## src/rtl/coh_agent_pkg.sv

```systemverilog
package coh_agent_pkg;

  typedef enum logic [1:0] {
    LINE_INVALID = 2'd0,
    LINE_SHARED  = 2'd1,
    LINE_OWNED   = 2'd2,
    LINE_PENDING = 2'd3
  } lineState_t;

  typedef enum logic [3:0] {
    MSG_NONE         = 4'd0,
    MSG_GET_SHARED   = 4'd1,
    MSG_GET_OWNED    = 4'd2,
    MSG_GRANT_SHARED = 4'd3,
    MSG_GRANT_OWNED  = 4'd4,
    MSG_HOME_INV     = 4'd5,
    MSG_HOME_WB      = 4'd6,
    MSG_HOME_FLUSH   = 4'd7,
    MSG_INV_ACK      = 4'd8,
    MSG_WB_DATA      = 4'd9,
    MSG_FLUSH_DATA   = 4'd10,
    MSG_EVICT_DATA   = 4'd11
  } msgKind_t;

  typedef struct packed {
    logic latchReq;
    logic rspLoadHit;
    logic storeHit;
    logic setPending;
    logic installShared;
    logic installOwned;
    logic dropLine;
    logic demoteLine;
  } ctlStrobes_t;

endpackage

```

## src/rtl/coh_line_store.sv

```systemverilog
module coh_line_store
  import coh_agent_pkg::*;
#(
  parameter int ADDR_W = 8,
  parameter int IDX_W  = 2,
  parameter int DATA_W = 16
) (
  input  logic              clk,
  input  logic              rstN,
  input  ctlStrobes_t       stb,
  input  logic              cpuReqWrite,
  input  logic [ADDR_W-1:0] cpuReqAddr,
  input  logic [DATA_W/8-1:0] cpuReqBe,
  input  logic [DATA_W-1:0] cpuReqData,
  input  logic [ADDR_W-1:0] inAddr,
  input  logic [DATA_W-1:0] inData,
  output lineState_t        cpuLineState,
  output logic              cpuTagMatch,
  output lineState_t        inLineState,
  output logic              inTagMatch,
  output logic [DATA_W-1:0] inLineData,
  output logic [ADDR_W-1:0] reqAddr,
  output logic              reqWrite,
  output lineState_t        reqLineState,
  output logic [ADDR_W-1:0] victimAddr,
  output logic [DATA_W-1:0] victimData,
  output logic [DATA_W-1:0] rspData
);
  localparam int TAG_W = ADDR_W - IDX_W;
  localparam int LINES = 1 << IDX_W;
  localparam int BE_W  = DATA_W / 8;

  lineState_t        stateQ [LINES];
  logic [TAG_W-1:0]  tagQ   [LINES];
  logic [DATA_W-1:0] dataQ  [LINES];

  logic [ADDR_W-1:0] reqAddrQ;
  logic              reqWriteQ;
  logic [DATA_W-1:0] reqDataQ;
  logic [BE_W-1:0]   reqBeQ;
  logic [DATA_W-1:0] rspDataQ;

  function automatic logic [DATA_W-1:0] mergeBytes(input logic [DATA_W-1:0] base,
                                                   input logic [DATA_W-1:0] wr,
                                                   input logic [BE_W-1:0]   be);
    logic [DATA_W-1:0] res;
    res = base;
    for (int b = 0; b < BE_W; b++)
      if (be[b]) res[b*8 +: 8] = wr[b*8 +: 8];
    return res;
  endfunction

  logic [IDX_W-1:0]  cpuIdx, inIdx, reqIdx;
  logic [DATA_W-1:0] storeMerge, ownedMerge;

  assign cpuIdx = cpuReqAddr[IDX_W-1:0];
  assign inIdx  = inAddr[IDX_W-1:0];
  assign reqIdx = reqAddrQ[IDX_W-1:0];

  assign cpuLineState = stateQ[cpuIdx];
  assign cpuTagMatch  = tagQ[cpuIdx] == cpuReqAddr[ADDR_W-1:IDX_W];
  assign inLineState  = stateQ[inIdx];
  assign inTagMatch   = tagQ[inIdx] == inAddr[ADDR_W-1:IDX_W];
  assign inLineData   = dataQ[inIdx];
  assign reqAddr      = reqAddrQ;
  assign reqWrite     = reqWriteQ;
  assign reqLineState = stateQ[reqIdx];
  assign victimAddr   = {tagQ[reqIdx], reqIdx};
  assign victimData   = dataQ[reqIdx];
  assign rspData      = rspDataQ;

  assign storeMerge = mergeBytes(dataQ[cpuIdx], cpuReqData, cpuReqBe);
  assign ownedMerge = mergeBytes(inData, reqDataQ, reqBeQ);

  always_ff @(posedge clk or negedge rstN) begin
    if (!rstN) begin
      reqAddrQ  <= '0;
      reqWriteQ <= 1'b0;
      reqDataQ  <= '0;
      reqBeQ    <= '0;
    end else if (stb.latchReq) begin
      reqAddrQ  <= cpuReqAddr;
      reqWriteQ <= cpuReqWrite;
      reqDataQ  <= cpuReqData;
      reqBeQ    <= cpuReqWrite ? cpuReqBe : '0;
    end
  end

  always_ff @(posedge clk or negedge rstN) begin
    if (!rstN) begin
      for (int i = 0; i < LINES; i++) begin
        stateQ[i] <= LINE_INVALID;
        tagQ[i]   <= '0;
        dataQ[i]  <= '0;
      end
    end else begin
      if (stb.storeHit) dataQ[cpuIdx] <= storeMerge;
      if (stb.setPending) begin
        stateQ[reqIdx] <= LINE_PENDING;
        tagQ[reqIdx]   <= reqAddrQ[ADDR_W-1:IDX_W];
      end
      if (stb.installShared) begin
        stateQ[reqIdx] <= LINE_SHARED;
        dataQ[reqIdx]  <= inData;
      end
      if (stb.installOwned) begin
        stateQ[reqIdx] <= LINE_OWNED;
        dataQ[reqIdx]  <= ownedMerge;
      end
      if (stb.dropLine)   stateQ[inIdx] <= LINE_INVALID;
      if (stb.demoteLine) stateQ[inIdx] <= LINE_SHARED;
    end
  end

  always_ff @(posedge clk or negedge rstN) begin
    if (!rstN)                  rspDataQ <= '0;
    else if (stb.storeHit)      rspDataQ <= storeMerge;
    else if (stb.rspLoadHit)    rspDataQ <= dataQ[cpuIdx];
    else if (stb.installShared) rspDataQ <= inData;
    else if (stb.installOwned)  rspDataQ <= ownedMerge;
  end

  // control never asks for two array updates in one cycle
  assert_single_update_R12: assert property (@(posedge clk) disable iff (!rstN)
    $countones({stb.storeHit, stb.setPending, stb.installShared, stb.installOwned,
                stb.dropLine, stb.demoteLine}) <= 1);

  // issuing a request leaves the target line pending
  assert_pending_after_issue_R3: assert property (@(posedge clk) disable iff (!rstN)
    stb.setPending |=> reqLineState == LINE_PENDING);

endmodule

```

## src/rtl/coh_agent_ctl.sv

```systemverilog
module coh_agent_ctl
  import coh_agent_pkg::*;
#(
  parameter int ADDR_W = 8,
  parameter int DATA_W = 16
) (
  input  logic              clk,
  input  logic              rstN,
  input  logic              cpuReqValid,
  input  logic              cpuReqWrite,
  output logic              cpuReqReady,
  output logic              cpuRspValid,
  input  lineState_t        cpuLineState,
  input  logic              cpuTagMatch,
  input  logic              inValid,
  input  logic [3:0]        inKind,
  input  logic [ADDR_W-1:0] inAddr,
  output logic              inReady,
  input  lineState_t        inLineState,
  input  logic              inTagMatch,
  input  logic [DATA_W-1:0] inLineData,
  input  logic              outReady,
  output logic              outValid,
  output logic [3:0]        outKind,
  output logic [ADDR_W-1:0] outAddr,
  output logic [DATA_W-1:0] outData,
  input  logic [ADDR_W-1:0] reqAddr,
  input  logic              reqWrite,
  input  lineState_t        reqLineState,
  input  logic [ADDR_W-1:0] victimAddr,
  input  logic [DATA_W-1:0] victimData,
  output ctlStrobes_t       stb
);
  typedef enum logic [1:0] {C_IDLE, C_EVICT, C_ISSUE, C_WAIT} ctlState_t;

  ctlState_t stateQ, stateD;
  msgKind_t  kindOut;
  logic      rspSet, homeReq, isGrant, cpuValidLine, inOwned;

  assign outKind = kindOut;
  assign homeReq = inValid && (inKind == MSG_HOME_INV || inKind == MSG_HOME_WB ||
                               inKind == MSG_HOME_FLUSH);
  assign isGrant = inKind == MSG_GRANT_SHARED || inKind == MSG_GRANT_OWNED;
  assign cpuValidLine = cpuTagMatch && (cpuLineState == LINE_SHARED || cpuLineState == LINE_OWNED);
  assign inOwned = inTagMatch && inLineState == LINE_OWNED;

  always_comb begin
    stb         = '0;
    stateD      = stateQ;
    rspSet      = 1'b0;
    cpuReqReady = 1'b0;
    inReady     = 1'b0;
    outValid    = 1'b0;
    kindOut     = MSG_NONE;
    outAddr     = '0;
    outData     = '0;
    if ((stateQ == C_IDLE || stateQ == C_WAIT) && homeReq) begin
      outValid = 1'b1;
      outAddr  = inAddr;
      inReady  = outReady;
      if (inKind == MSG_HOME_INV) begin
        kindOut = MSG_INV_ACK;
        stb.dropLine = outReady && inTagMatch && inLineState == LINE_SHARED;
      end else if (inKind == MSG_HOME_WB) begin
        kindOut = MSG_WB_DATA;
        outData = inLineData;
        stb.demoteLine = outReady && inOwned;
      end else begin
        kindOut = MSG_FLUSH_DATA;
        outData = inLineData;
        stb.dropLine = outReady && inOwned;
      end
    end else if (stateQ == C_IDLE) begin
      if (inValid) begin
        inReady = 1'b1;
      end else begin
        cpuReqReady = 1'b1;
        if (cpuReqValid) begin
          stb.latchReq = 1'b1;
          if (!cpuReqWrite && cpuValidLine) begin
            stb.rspLoadHit = 1'b1;
            rspSet = 1'b1;
          end else if (cpuReqWrite && cpuTagMatch && cpuLineState == LINE_OWNED) begin
            stb.storeHit = 1'b1;
            rspSet = 1'b1;
          end else if (cpuLineState == LINE_OWNED && !cpuTagMatch) begin
            stateD = C_EVICT;
          end else begin
            stateD = C_ISSUE;
          end
        end
      end
    end else if (stateQ == C_EVICT) begin
      outValid = 1'b1;
      kindOut  = MSG_EVICT_DATA;
      outAddr  = victimAddr;
      outData  = victimData;
      if (outReady) stateD = C_ISSUE;
    end else if (stateQ == C_ISSUE) begin
      outValid = 1'b1;
      kindOut  = reqWrite ? MSG_GET_OWNED : MSG_GET_SHARED;
      outAddr  = reqAddr;
      if (outReady) begin
        stb.setPending = 1'b1;
        stateD = C_WAIT;
      end
    end else if (inValid) begin
      inReady = 1'b1;
      if (isGrant && inAddr == reqAddr) begin
        stb.installShared = inKind == MSG_GRANT_SHARED;
        stb.installOwned  = inKind == MSG_GRANT_OWNED;
        rspSet = 1'b1;
        stateD = C_IDLE;
      end
    end
  end

  always_ff @(posedge clk or negedge rstN) begin
    if (!rstN) begin
      stateQ      <= C_IDLE;
      cpuRspValid <= 1'b0;
    end else begin
      stateQ      <= stateD;
      cpuRspValid <= rspSet;
    end
  end

  // while waiting for a grant the requested line is pending in the array
  assert_wait_pending_R3: assert property (@(posedge clk) disable iff (!rstN)
    stateQ == C_WAIT |-> reqLineState == LINE_PENDING);

  // a matching grant completes the request one cycle later
  assert_grant_completes_R5: assert property (@(posedge clk) disable iff (!rstN)
    (stateQ == C_WAIT && inValid && inReady && isGrant && inAddr == reqAddr)
      |=> (cpuRspValid && stateQ == C_IDLE));

  // a stalled eviction or request message is held
  assert_out_hold_R13: assert property (@(posedge clk) disable iff (!rstN)
    ((stateQ == C_EVICT || stateQ == C_ISSUE) && !outReady)
      |=> (outValid && $stable(outKind) && $stable(outAddr)));

  // the processor sees no completion while a miss is outstanding
  assert_no_rsp_waiting_R3: assert property (@(posedge clk) disable iff (!rstN)
    stateQ == C_WAIT |-> !cpuRspValid);

endmodule

```

## src/rtl/coh_cache_agent.sv

```systemverilog
module coh_cache_agent
  import coh_agent_pkg::*;
#(
  parameter int ADDR_W = 8,
  parameter int IDX_W  = 2,
  parameter int DATA_W = 16
) (
  input  logic                clk,
  input  logic                rstN,
  input  logic                cpuReqValid,
  output logic                cpuReqReady,
  input  logic                cpuReqWrite,
  input  logic [ADDR_W-1:0]   cpuReqAddr,
  input  logic [DATA_W/8-1:0] cpuReqBe,
  input  logic [DATA_W-1:0]   cpuReqData,
  output logic                cpuRspValid,
  output logic [DATA_W-1:0]   cpuRspData,
  output logic                outValid,
  input  logic                outReady,
  output logic [3:0]          outKind,
  output logic [ADDR_W-1:0]   outAddr,
  output logic [DATA_W-1:0]   outData,
  input  logic                inValid,
  output logic                inReady,
  input  logic [3:0]          inKind,
  input  logic [ADDR_W-1:0]   inAddr,
  input  logic [DATA_W-1:0]   inData
);
  ctlStrobes_t       stb;
  lineState_t        cpuLineState, inLineState, reqLineState;
  logic              cpuTagMatch, inTagMatch, reqWrite;
  logic [DATA_W-1:0] inLineData, victimData;
  logic [ADDR_W-1:0] reqAddr, victimAddr;

  coh_line_store #(.ADDR_W(ADDR_W), .IDX_W(IDX_W), .DATA_W(DATA_W)) store_i (
    .clk(clk), .rstN(rstN), .stb(stb),
    .cpuReqWrite(cpuReqWrite), .cpuReqAddr(cpuReqAddr), .cpuReqBe(cpuReqBe),
    .cpuReqData(cpuReqData), .inAddr(inAddr), .inData(inData),
    .cpuLineState(cpuLineState), .cpuTagMatch(cpuTagMatch),
    .inLineState(inLineState), .inTagMatch(inTagMatch), .inLineData(inLineData),
    .reqAddr(reqAddr), .reqWrite(reqWrite), .reqLineState(reqLineState),
    .victimAddr(victimAddr), .victimData(victimData), .rspData(cpuRspData)
  );

  coh_agent_ctl #(.ADDR_W(ADDR_W), .DATA_W(DATA_W)) ctl_i (
    .clk(clk), .rstN(rstN),
    .cpuReqValid(cpuReqValid), .cpuReqWrite(cpuReqWrite),
    .cpuReqReady(cpuReqReady), .cpuRspValid(cpuRspValid),
    .cpuLineState(cpuLineState), .cpuTagMatch(cpuTagMatch),
    .inValid(inValid), .inKind(inKind), .inAddr(inAddr), .inReady(inReady),
    .inLineState(inLineState), .inTagMatch(inTagMatch), .inLineData(inLineData),
    .outReady(outReady), .outValid(outValid), .outKind(outKind),
    .outAddr(outAddr), .outData(outData),
    .reqAddr(reqAddr), .reqWrite(reqWrite), .reqLineState(reqLineState),
    .victimAddr(victimAddr), .victimData(victimData), .stb(stb)
  );

endmodule

```

## config.mk

```make
export PLATFORM = sky130hd
export DESIGN_NAME = coh_cache_agent
export DESIGN_NICKNAME = d
export VERILOG_FILES = /design/src/rtl/coh_agent_pkg.sv /design/src/rtl/coh_line_store.sv /design/src/rtl/coh_agent_ctl.sv /design/src/rtl/coh_cache_agent.sv
export SDC_FILE = /design/constraint.sdc
export NUM_CORES = 1
export LEC_CHECK = 0
export ABC_CLOCK_PERIOD_IN_PS = 10930
export CAP_MARGIN = 10
export CORE_MARGIN = 2
export CORE_UTILIZATION = 55
export DETAILED_ROUTE_END_ITERATION = 10
export PLACE_DENSITY = 0.77
export SLEW_MARGIN = 30
export SYNTH_ARGS = -nofsm -noshare
export SYNTH_HDL_FRONTEND = slang
export SYNTH_SLANG_ARGS = --single-unit
```

## constraint.sdc

```tcl
create_clock -name clk -period 10.93 [get_ports clk]
set_clock_uncertainty 0.15 [all_clocks]
set_input_delay 3.279 -clock clk [delete_from_list [all_inputs] [get_ports clk]]
set_output_delay 3.279 -clock clk [all_outputs]
set_load 0.05 [all_outputs]
```

* Yosys cells after proc, flatten, opt, wreduce, memory -nomap -nowiden
Cells that the tools add are included.
Widths: inputs -> output; s select.
** Storage, ports and cells
- Memories kept :: 0
- Register bits :: 142
- ROM bits :: 0
- Output and inout port bits :: 48
- Bits in writable memories :: 0
- Bits in latches :: 0
** Cells by class
- Multiply operators :: 0
- Muxes and demuxes :: 122
- Reduce and logical (&&, ||, !) cells :: 27
- Shift-type cells :: 0
- Add/subtract/negate cells :: 0
- Bitwise operators :: 16
- Magnitude comparators :: 6
- Div/mod/pow operators :: 0
- Equality and inequality tests :: 21
** Operators by type and width (number)
- $mux 16 :: 16
- $bwmux 64 :: 3
- $mux 64 :: 3
- $mux 8 :: 13
- $bmux 16 s2 :: 3
- $demux 16 s2 :: 2
- $mux 2 :: 26
- $mux 6 :: 8
- $bmux 6 s2 :: 3
- $mux 1 :: 30
- $bwmux 24 :: 1
- $eq 4x3->1 const B :: 4
- $mux 4 :: 4
- $logic_and 1x1->1 :: 15
- $mux 3 :: 5
- $and 4x4->4 :: 3
- $demux 6 s2 :: 1
- $eq 6x6->1 :: 2
- $not 4->4 :: 3
- $or 4x4->4 :: 3
- $reduce_bool 4->1 :: 3
- $ge 3x3->1 const B :: 3
- $lt 3x1->1 const B :: 3
- $not 2->3 :: 3
- other kinds (16) :: 32

* Depth between registers and ports, before layout
Gate-level depths: netlist (run 1).
- Depth in word-level cells :: 22
- Depth in mapped cells :: 13
- Mapped depth without buffers :: 9

* Hierarchy
From an unflattened synthesis (run 1), not the netlist that was laid out.
** Second synthesis, totals
- Cell total of the unflattened synthesis :: 977
- Area, all modules :: 9781.9 um^2
** By module, submodules not included
- coh_line_store :: sequential area each 3478.3 um^2, area each 8685.8 um^2, cells an instance 792, instances 1
- coh_agent_ctl :: sequential area each 75.1 um^2, area each 1096.1 um^2, cells an instance 185, instances 1

* Least setup slack after synthesis (run 1)
Ideal clock, no wire load.
- Path type :: input to output
- Start point :: in inKind[0]
- End point :: out outAddr[2]
- Path buffers :: 2
- Setup slack :: 2.011 ns
- Stages on the path :: 7
- Data arrival time :: 5.490 ns
- Cell sequence :: clkbuf_1 or2_2 and3_1 clkbuf_1 nor2_1 o21ai_0 o21ai_0
** Between the ends
- Cells in the longest elaborated chain, start to end :: 6
- Elaborated cells between the ends (all ways) :: 8
- Classes of those cells :: 3 x eq/ne; 1 x mux; 4 x reduce/logical
** Ends and longest elaborated chain
- start, declared :: RTL line coh_cache_agent.sv:25 : input logic [3:0] inKind,
- $eq 4x3->1 :: RTL line coh_agent_ctl.sv:41 : assign homeReq = inValid && (inKind == MSG_HOME_INV || inKind == MSG_HOME_WB ||
- $logic_or 1x1->1 :: RTL line coh_agent_ctl.sv:41
- $logic_or 1x1->1 * :: RTL line coh_agent_ctl.sv:41
- $logic_and 1x1->1 * :: RTL line coh_agent_ctl.sv:41
- $logic_and 1x1->1 * :: RTL line coh_agent_ctl.sv:57 : if ((stateQ == C_IDLE || stateQ == C_WAIT) && homeReq) begin
- $mux 8 * :: RTL line coh_agent_ctl.sv:57
- end, declared :: RTL line coh_cache_agent.sv:21 : output logic [ADDR_W-1:0] outAddr,
Mark *: on every way between the ends. The rest lies on a longest branch, timed or not.

* Worst setup path after layout (run 1)
- Start point :: in inKind[0]
- End point :: out outData[10]
** Between the ends
- Cells in the longest elaborated chain, start to end :: 6
- Elaborated cells between the ends (all ways) :: 9
- Classes of those cells :: 3 x eq/ne; 2 x mux; 4 x reduce/logical
** Ends and longest elaborated chain
- $eq 4x3->1, on equally long branches :: RTL line coh_agent_ctl.sv:41, coh_agent_ctl.sv:61
- $logic_or 1x1->1 (2 in a row) :: RTL line coh_agent_ctl.sv:41
- $logic_and 1x1->1 :: RTL line coh_agent_ctl.sv:41
- $logic_and 1x1->1 :: RTL line coh_agent_ctl.sv:57
- $mux 16 * :: RTL line coh_agent_ctl.sv:57
- end, declared :: RTL line coh_cache_agent.sv:22 : output logic [DATA_W-1:0] outData,
Marked as above.

==> impl_results.md, run 1 <==
* Final core occ at 65.4%
* Synth-to-Final Area Change at 17.6%
* Tmin final at 10.23 ns
* First-pass GRT wire length at 56.3 mm
* Clk buf depth at 2
* Post-DP HPWL at 22.9 mm
* Net Count, Synth at 1128
* CTS sink cnt at 142
* Hold Path Stages at 2
* Die Height at 144 um
* Effective utilization at floorplan at 55.6%
* I/O Buffers at 106
* Layout cells sized above 1 at 19.9%
* Logic pwr share at 40.5%
* Sequential area share after synthesis at 33.2%
* CP Class: in2out
* Worst Setup Start Kind: primary input
* Setup bufs post-CTS at 0
* Grt ovf at 0
* CTS clk-pin slew, worst paths at 0.06 ns
* DR WL/cell at 26.3 um
* Status: finished, final reports clean
* Sw Ratio at 42.9%
* Main synth FF type: dfrtp_1
* Cell variety after synth at 60
* Power Internal at 1380 uW
* ANT cells at 0
* Number of global-route vias before repair at 9879
* Slew Limit Fails at 0
* Vias per cell at 7.33
* Worst-path fanout max at 16
* Part of the cycle the worst path needs at 93.6%
* Post-synth EDFFs at 0
* Worst slew margin at 27.4%
* DRT Pass-1 Iters at 8
* Max VDD drop at 0.125 mV
* Initial antenna violation count at 1
* DR DRC count at 0
* YS warnings at 0
* RSZ-0062 raised after global routing: no
* Worst-margin pin slew at 1.08 ns
* Mapped Cells at 1063
* # setup viols final at 0
* Post-cts sizing count at 0
* R2r setup slk at 6.19 ns
* Critical path endpoint category: primary output
* Site Rows at 51
* R2R depth at 6
* Root buffer selected by CTS: clkbuf_16
* Worst min path class: reg2reg
* Setup Slack @ Placement at 0.849 ns
* Synthesized area at 10700 um2
* GPL Wtd Cong at 0.922
* Leakage power at 0.00516 uW
* CP arrival at 6.80 ns
* Peak Freq at 0.0978 GHz
* Fin nets at 1188
* Final Hold Viols at 0
* MaxCap Viol Count at 0
* Io pins at 108
* Average size of a mapped cell at 10.1 um2
* Routed via count at 10273
* Hold buffer count at cts at 0
* First-iteration detailed-routing DRC count at 1695
* CTS tree: done
* Sequential Power Share at 34.9%
* Routed Antenna Nets at 0
* H-tree Lvls at 4
* Async S/R FF share, synth at 100%
* Setup ws final at 0.701 ns
* Clock Latency Late Sink at 0.44 ns
* Seq cells post-synth at 142
* Die Area at 20600 um2
* Largest net degree at the start of global routing at 81
* Total GRT Usage at 36.3%
* Worst Path Required at 7.50 ns
* Number of buffers created by CTS at 17
* Setup TNS at 0 ns
* Layout fillers at 1526
* Drt total wl at 36.8 mm
* Core region area at 19300 um2
* Sw Pwr at 1040 uW
* PwrDens at 192 nW/um2
* Die width at 144 um
* Clock power share at 24.6%
-- flip-flops by register name, summed over array words and instances (netlist names) --
signal,flops
store_i.stateQ,8
ctl_i.stateQ,2
store_i.tagQ,24
ctl_i.cpuRspValid,1
store_i.dataQ,64
store_i.reqAddr,8
store_i.reqBeQ,2
store_i.reqWrite,1
store_i.rspData,16
store_i.reqDataQ,16
-- final cells by class --
type | count | area, um2 | share of cell area (%)
clock buffers | 19 | 453 | 3.59
clock inverters | 13 | 140 | 1.11
inverters | 57 | 214 | 1.70
multi-input cells | 769 | 6610 | 52.5
flip-flops and latches | 142 | 3560 | 28.2
well taps | 265 | 332 | 2.63
repair buffers | 136 | 1290 | 10.3
-- power by group through the flow --
stage / clock network (uW) / registers (uW) / logic [uW]
after global routing: 617 / 861 / 1040
after detailed placement: 0 / 841 / 958
after global placement: 0 / 829 / 938
after floorplan: 0 / 758 / 706
after CTS: 594 / 834 / 964
final: 597 / 845 / 982
-- kinds of logic after synthesis --
group	after synthesis	share of synthesized area, %
other	1	0.0350
multiplexers	175	25.3
flip-flops	142	33.2
XOR/XNOR	20	1.78
AO/OA/AOI/OAI	312	20.6
buffers and inverters	152	5.78
adder cells (fa/ha/maj)	5	0.584
AND/OR/NAND/NOR	256	12.7
-- metrics by stage --
stage	cell area (um2)	power, uW	hold slack, ns	std cells
floorplan	10700	1460	0.354	1063
global placement	11900	1770	0.372	1366
detailed placement	12000	1800	0.387	1368
CTS	12600	2390	0.396	1400
global route	12600	2510	0.421	1401
finish	12600	2420	0.399	1401
-- worst max-delay path: stages --
cell             delay [ns]
clkdlybuf4s50_1        0.58
or2_2                  0.40
and3_1                 0.38
nor2_1                 0.20
nand2_1                0.63
o22ai_1                0.45
clkdlybuf4s50_1        0.85
-- metal layers --
metal	vias to the layer above	routed length, um	GRT usage [%]
met1	5008	13900	49.4
met3	180	5150	11.2
met5	-	19	0
met4	2	1600	15.2
li1	4218	-	-
met2	865	16100	54.0
-- cell usage in the layout, fill, tap and decap left out, types with 4 or more instances in the layout --
cell and instances:
buf_4 28, a21oi_1 10, mux4_2 69, nand2_1 64
or2_2 6, dfrtp_1 141, nor2b_1 8, nor2_1 66
nand3_1 6, nand2b_1 6, nor3_1 25, a211o_1 32
inv_1 57, clkdlybuf4s50_1 103, mux2_2 65, o22ai_1 19
clkinvlp_4 4, a22o_1 37, a221o_1 32, and4_1 4
a41oi_1 16, nand4b_1 16, ha_1 5, a31oi_1 22
xor2_1 7, o211ai_1 16, and3_1 23, nand4_1 5
clkbuf_16 17, xnor2_1 11, o21ai_0 110, mux2i_1 40
-- synthesized netlist by cell type (3+ instances only) --
cell	n	area, um2
o211ai_1	16	120
inv_1	57	214
nand3_1	6	30.0
a211o_1	32	280
xnor2_1	11	96.3
nand4_1	5	31.3
mux4_2	69	1550
xor2_1	7	61.3
o31ai_2	3	37.5
mux2i_1	40	400
nor4_1	4	25.0
nand2b_1	6	37.5
and2_1	3	18.8
ha_1	5	62.6
buf_2	15	75.1
or2_2	6	37.5
a221o_1	32	320
clkbuf_1	59	221
nor2_1	66	248
a41oi_1	16	140
mux2_2	65	732
nor3_1	28	140
a31oi_1	22	138
nand4b_1	16	140
buf_6	3	33.8
o31ai_1	4	30.0
dfrtp_1	142	3550
and4_1	4	35.0
o21ai_0	110	551
buf_1	16	60.1
a21oi_1	10	50.1
a22o_1	37	324
nor2b_1	8	50.1
and3_1	23	144
nand3b_1	3	22.5
nand2_1	64	240
o22ai_1	19	119
-- path summary, 6_finish.rpt --
check / startpoint / endpoint
setup / recovery: inKind[0] / outData[10]
hold / removal: store_i.rspData[12] / store_i.rspData[12]
setup reg to reg: store_i.reqAddr[1] / store_i.dataQ[40]
hold reg to reg: store_i.rspData[12] / store_i.rspData[12]
max in group asynchronous: rstN / store_i.dataQ[44]
min in group asynchronous: rstN / store_i.tagQ[13]
No activity file was read; power rests on OpenSTA's default activity.
==> run 2: changes to the inputs <==
--- a/config.mk
+++ b/config.mk
@@ -5,7 +5,7 @@
 export SDC_FILE = /design/constraint.sdc
 export NUM_CORES = 1
 export LEC_CHECK = 0
-export ABC_CLOCK_PERIOD_IN_PS = 10930
+export ABC_CLOCK_PERIOD_IN_PS = 9500
 export CAP_MARGIN = 10
 export CORE_MARGIN = 2
 export CORE_UTILIZATION = 55
==> constraint.sdc (replaced) <==
create_clock -name clk -period 9.5 [get_ports clk]
set_clock_uncertainty 0.15 [all_clocks]
set_input_delay 2.85 -clock clk [delete_from_list [all_inputs] [get_ports clk]]
set_output_delay 2.85 -clock clk [all_outputs]
set_load 0.05 [all_outputs]
==> impl_results.md, run 2 (same netlist as run 1, synthesis figures left out) <==
* Clk buf depth at 2 (unchanged)
* DR DRC count at 0 (unchanged)
* Setup Slack @ Placement at 0.987 ns (+0.139 ns)
* Synth-to-Final Area Change at 18.3%
* Logic pwr share at 41.4% (+0.9 points)
* CP Class: in2out
* Effective utilization at floorplan at 55.6% (unchanged)
* Max reg flops at 64 (unchanged)
* Critical-path cell list: clkdlybuf4s50_1 > or2_2 > and3_1 > nor2_1 > o21ai_0 > o21ai_0 > clkdlybuf4s50_1
* Hold buffer count at cts at 0 (unchanged)
* First-iteration detailed-routing DRC count at 1443 (-15%)
* ANT cells at 0 (unchanged)
* Worst min path class: reg2reg
* Largest registers: store_i.dataQ x64, store_i.tagQ x24
* Die Height at 144 um (unchanged)
* Total GRT Usage at 35.4% (-0.90 points)
* Tmin final at 8.58 ns
* Part of the cycle the worst path needs at 90.4%
* Routed Antenna Nets at 0 (unchanged)
* Final Hold Viols at 0 (unchanged)
* Family with the most delay on the worst path: buffers and inverters
* Core region area at 19300 um2 (unchanged)
* First-pass GRT wire length at 54.6 mm (-2.9%)
* Die width at 144 um (unchanged)
* Leakage power at 0.00521 uW (+0.82%)
* DRT Pass-1 Iters at 6 (-2)
* Initial antenna violation count at 0 (-1)
* Clock power share at 25.8% (+1.2 points)
* Most frequent cells in the layout: 141 x dfrtp_1, 110 x o21ai_0, 103 x clkdlybuf4s50_1, 69 x mux4_2, 66 x nor2_1
* CTS clk-pin slew, worst paths at 0.06 ns (about the same)
* Status: finished, final reports clean
* Setup TNS at 0 ns (unchanged)
* Final core occ at 65.8% (+0.40 points)
* Max VDD drop at 0.122 mV (-2.2%)
* Routed via count at 10021 (-2.5%)
* Io pins at 108 (unchanged)
* Peak Freq at 0.116 GHz
* I/O Buffers at 106 (unchanged)
* Power Internal at 1650 uW (+19%)
* Vias per cell at 7.13 (-2.7%)
* DR WL/cell at 25.7 um (-2.3%)
* RSZ-0062 raised after global routing: no
* Layout cells sized above 1 at 20.3% (+0.37 points)
* Setup ws final at 0.916 ns (+0.215 ns)
* CTS tree: done
* Sw Ratio at 42.0% (-0.92 points)
* Worst Path Required at 6.50 ns (-1.00 ns)
* Slowest stage delay, CP at 0.84 ns (about the same)
* Sw Pwr at 1190 uW (+15%)
* Grt ovf at 0 (unchanged)
* Root buffer selected by CTS: clkbuf_16
* Worst Setup Start Kind: primary input
* Drt total wl at 36.1 mm (-2.0%)
* MaxCap Viol Count at 0 (unchanged)
* Worst-margin pin slew at 1.09 ns (+0.00588 ns)
* Critical path endpoint category: primary output
* Sequential Power Share at 32.7% (-2.2 points)
* Setup bufs post-CTS at 0 (unchanged)
* Hold slack at 0.398 ns (-0.00107 ns)
* Buffers plus inverters on the worst setup path at 2 (unchanged)
* Number of global-route vias before repair at 9659 (-2.2%)
* Largest net degree at the start of global routing at 81 (unchanged)
* Fin nets at 1192 (+0.34%)
* Number of buffers created by CTS at 17 (unchanged)
* Die Area at 20600 um2 (unchanged)
* CP arrival at 5.58 ns (-1.22 ns)
* Crit-path slowest cell: clkdlybuf4s50_1
* Post-DP HPWL at 22.9 mm (about the same)
* Site Rows at 51 (unchanged)
* Worst slew margin at 27.0% (-0.39 points)
* Worst-path fanout max at 11 (-5)
* GPL Wtd Cong at 0.913 (-1.1%)
* Slew Limit Fails at 0 (unchanged)
* PwrDens at 224 nW/um2 (+16%)
* H-tree Lvls at 4 (unchanged)
* Largest reg by FF count: store_i.dataQ
* # setup viols final at 0 (unchanged)
* CTS sink cnt at 142 (unchanged)
* Clock Latency Late Sink at 0.43 ns (about the same)
* Post-cts sizing count at 0 (unchanged)
* PnR Total Power at 2840 uW (+17%)
* Most common cell after layout, fill and taps aside: dfrtp_1
-- run 2: changes by cell type in the layout (fill, tap and decap cells not counted), sizes merged --
cell / change
buf: +4
bufinv: +2
clkinv: -2
clkinvlp: -1
inv: +1
-- run 2: power groups by stage --
stage          sequential [uW]  combinational, uW  clock (uW)
5_1_grt                    948               1240         759
3_3_place_gp               921               1120           0
3_5_place_dp               927               1140           0
2_1_floorplan              872                813           0
6_report                   930               1180         733
4_1_cts                    918               1150         731
-- run 2: worst paths after layout --
| check | startpoint | end | slack (ns) | depth (start not counted) |
|---|---|---|---|---|
| hold reg to reg | store_i.tagQ[19] | store_i.tagQ[19] | 0.40 | 1 |
| setup reg to reg | ctl_i.stateQ[1] | store_i.dataQ[40] | 5.24 | 8 |
| setup / recovery | inKind[0] | outAddr[6] | 0.92 | 7 |
| max in group asynchronous | rstN | store_i.reqAddr[0] | 5.72 | 2 |
| hold / removal | store_i.tagQ[19] | store_i.tagQ[19] | 0.40 | 1 |
| min in group asynchronous | rstN | store_i.tagQ[19] | 2.30 | 1 |
-- run 2: worst register-to-register path, stage by stage (launching register included) --
cell and delay, ns:
dfrtp_1 0.43, inv_1 0.10, ha_1 0.43, or4b_2 1.04, nor2_1 0.18, and4_1 0.83
nand2_1 0.35, o31ai_2 0.38, a221o_1 0.30
-- run 2: cell type report --
| type | count | area [um2] |
|---|---|---|
| fill | 1506 | 6600 |
| inverter | 57 | 214 |
| multi-input combinational | 769 | 6630 |
| clock buffer | 19 | 443 |
| tap | 265 | 332 |
| sequential | 142 | 3550 |
| clock inverter | 13 | 188 |
| timing repair buffer | 140 | 1320 |
-- run 2: metal layers --
| layer | global-route usage, % | part of all wire, % |
|---|---|---|
| met5 | 0 | 0 |
| met1 | 47.0 | 38 |
| met4 | 14.3 | 3.6 |
| met2 | 53.5 | 45 |
| met3 | 12.0 | 14 |
-- run 2: per-stage QoR --
stage	cell area, um2	instances
2_1_floorplan	10700	1063
3_3_place_gp	12000	1371
3_5_place_dp	12000	1372
4_1_cts	12600	1404
5_1_grt	12700	1405
6_report	12700	1405
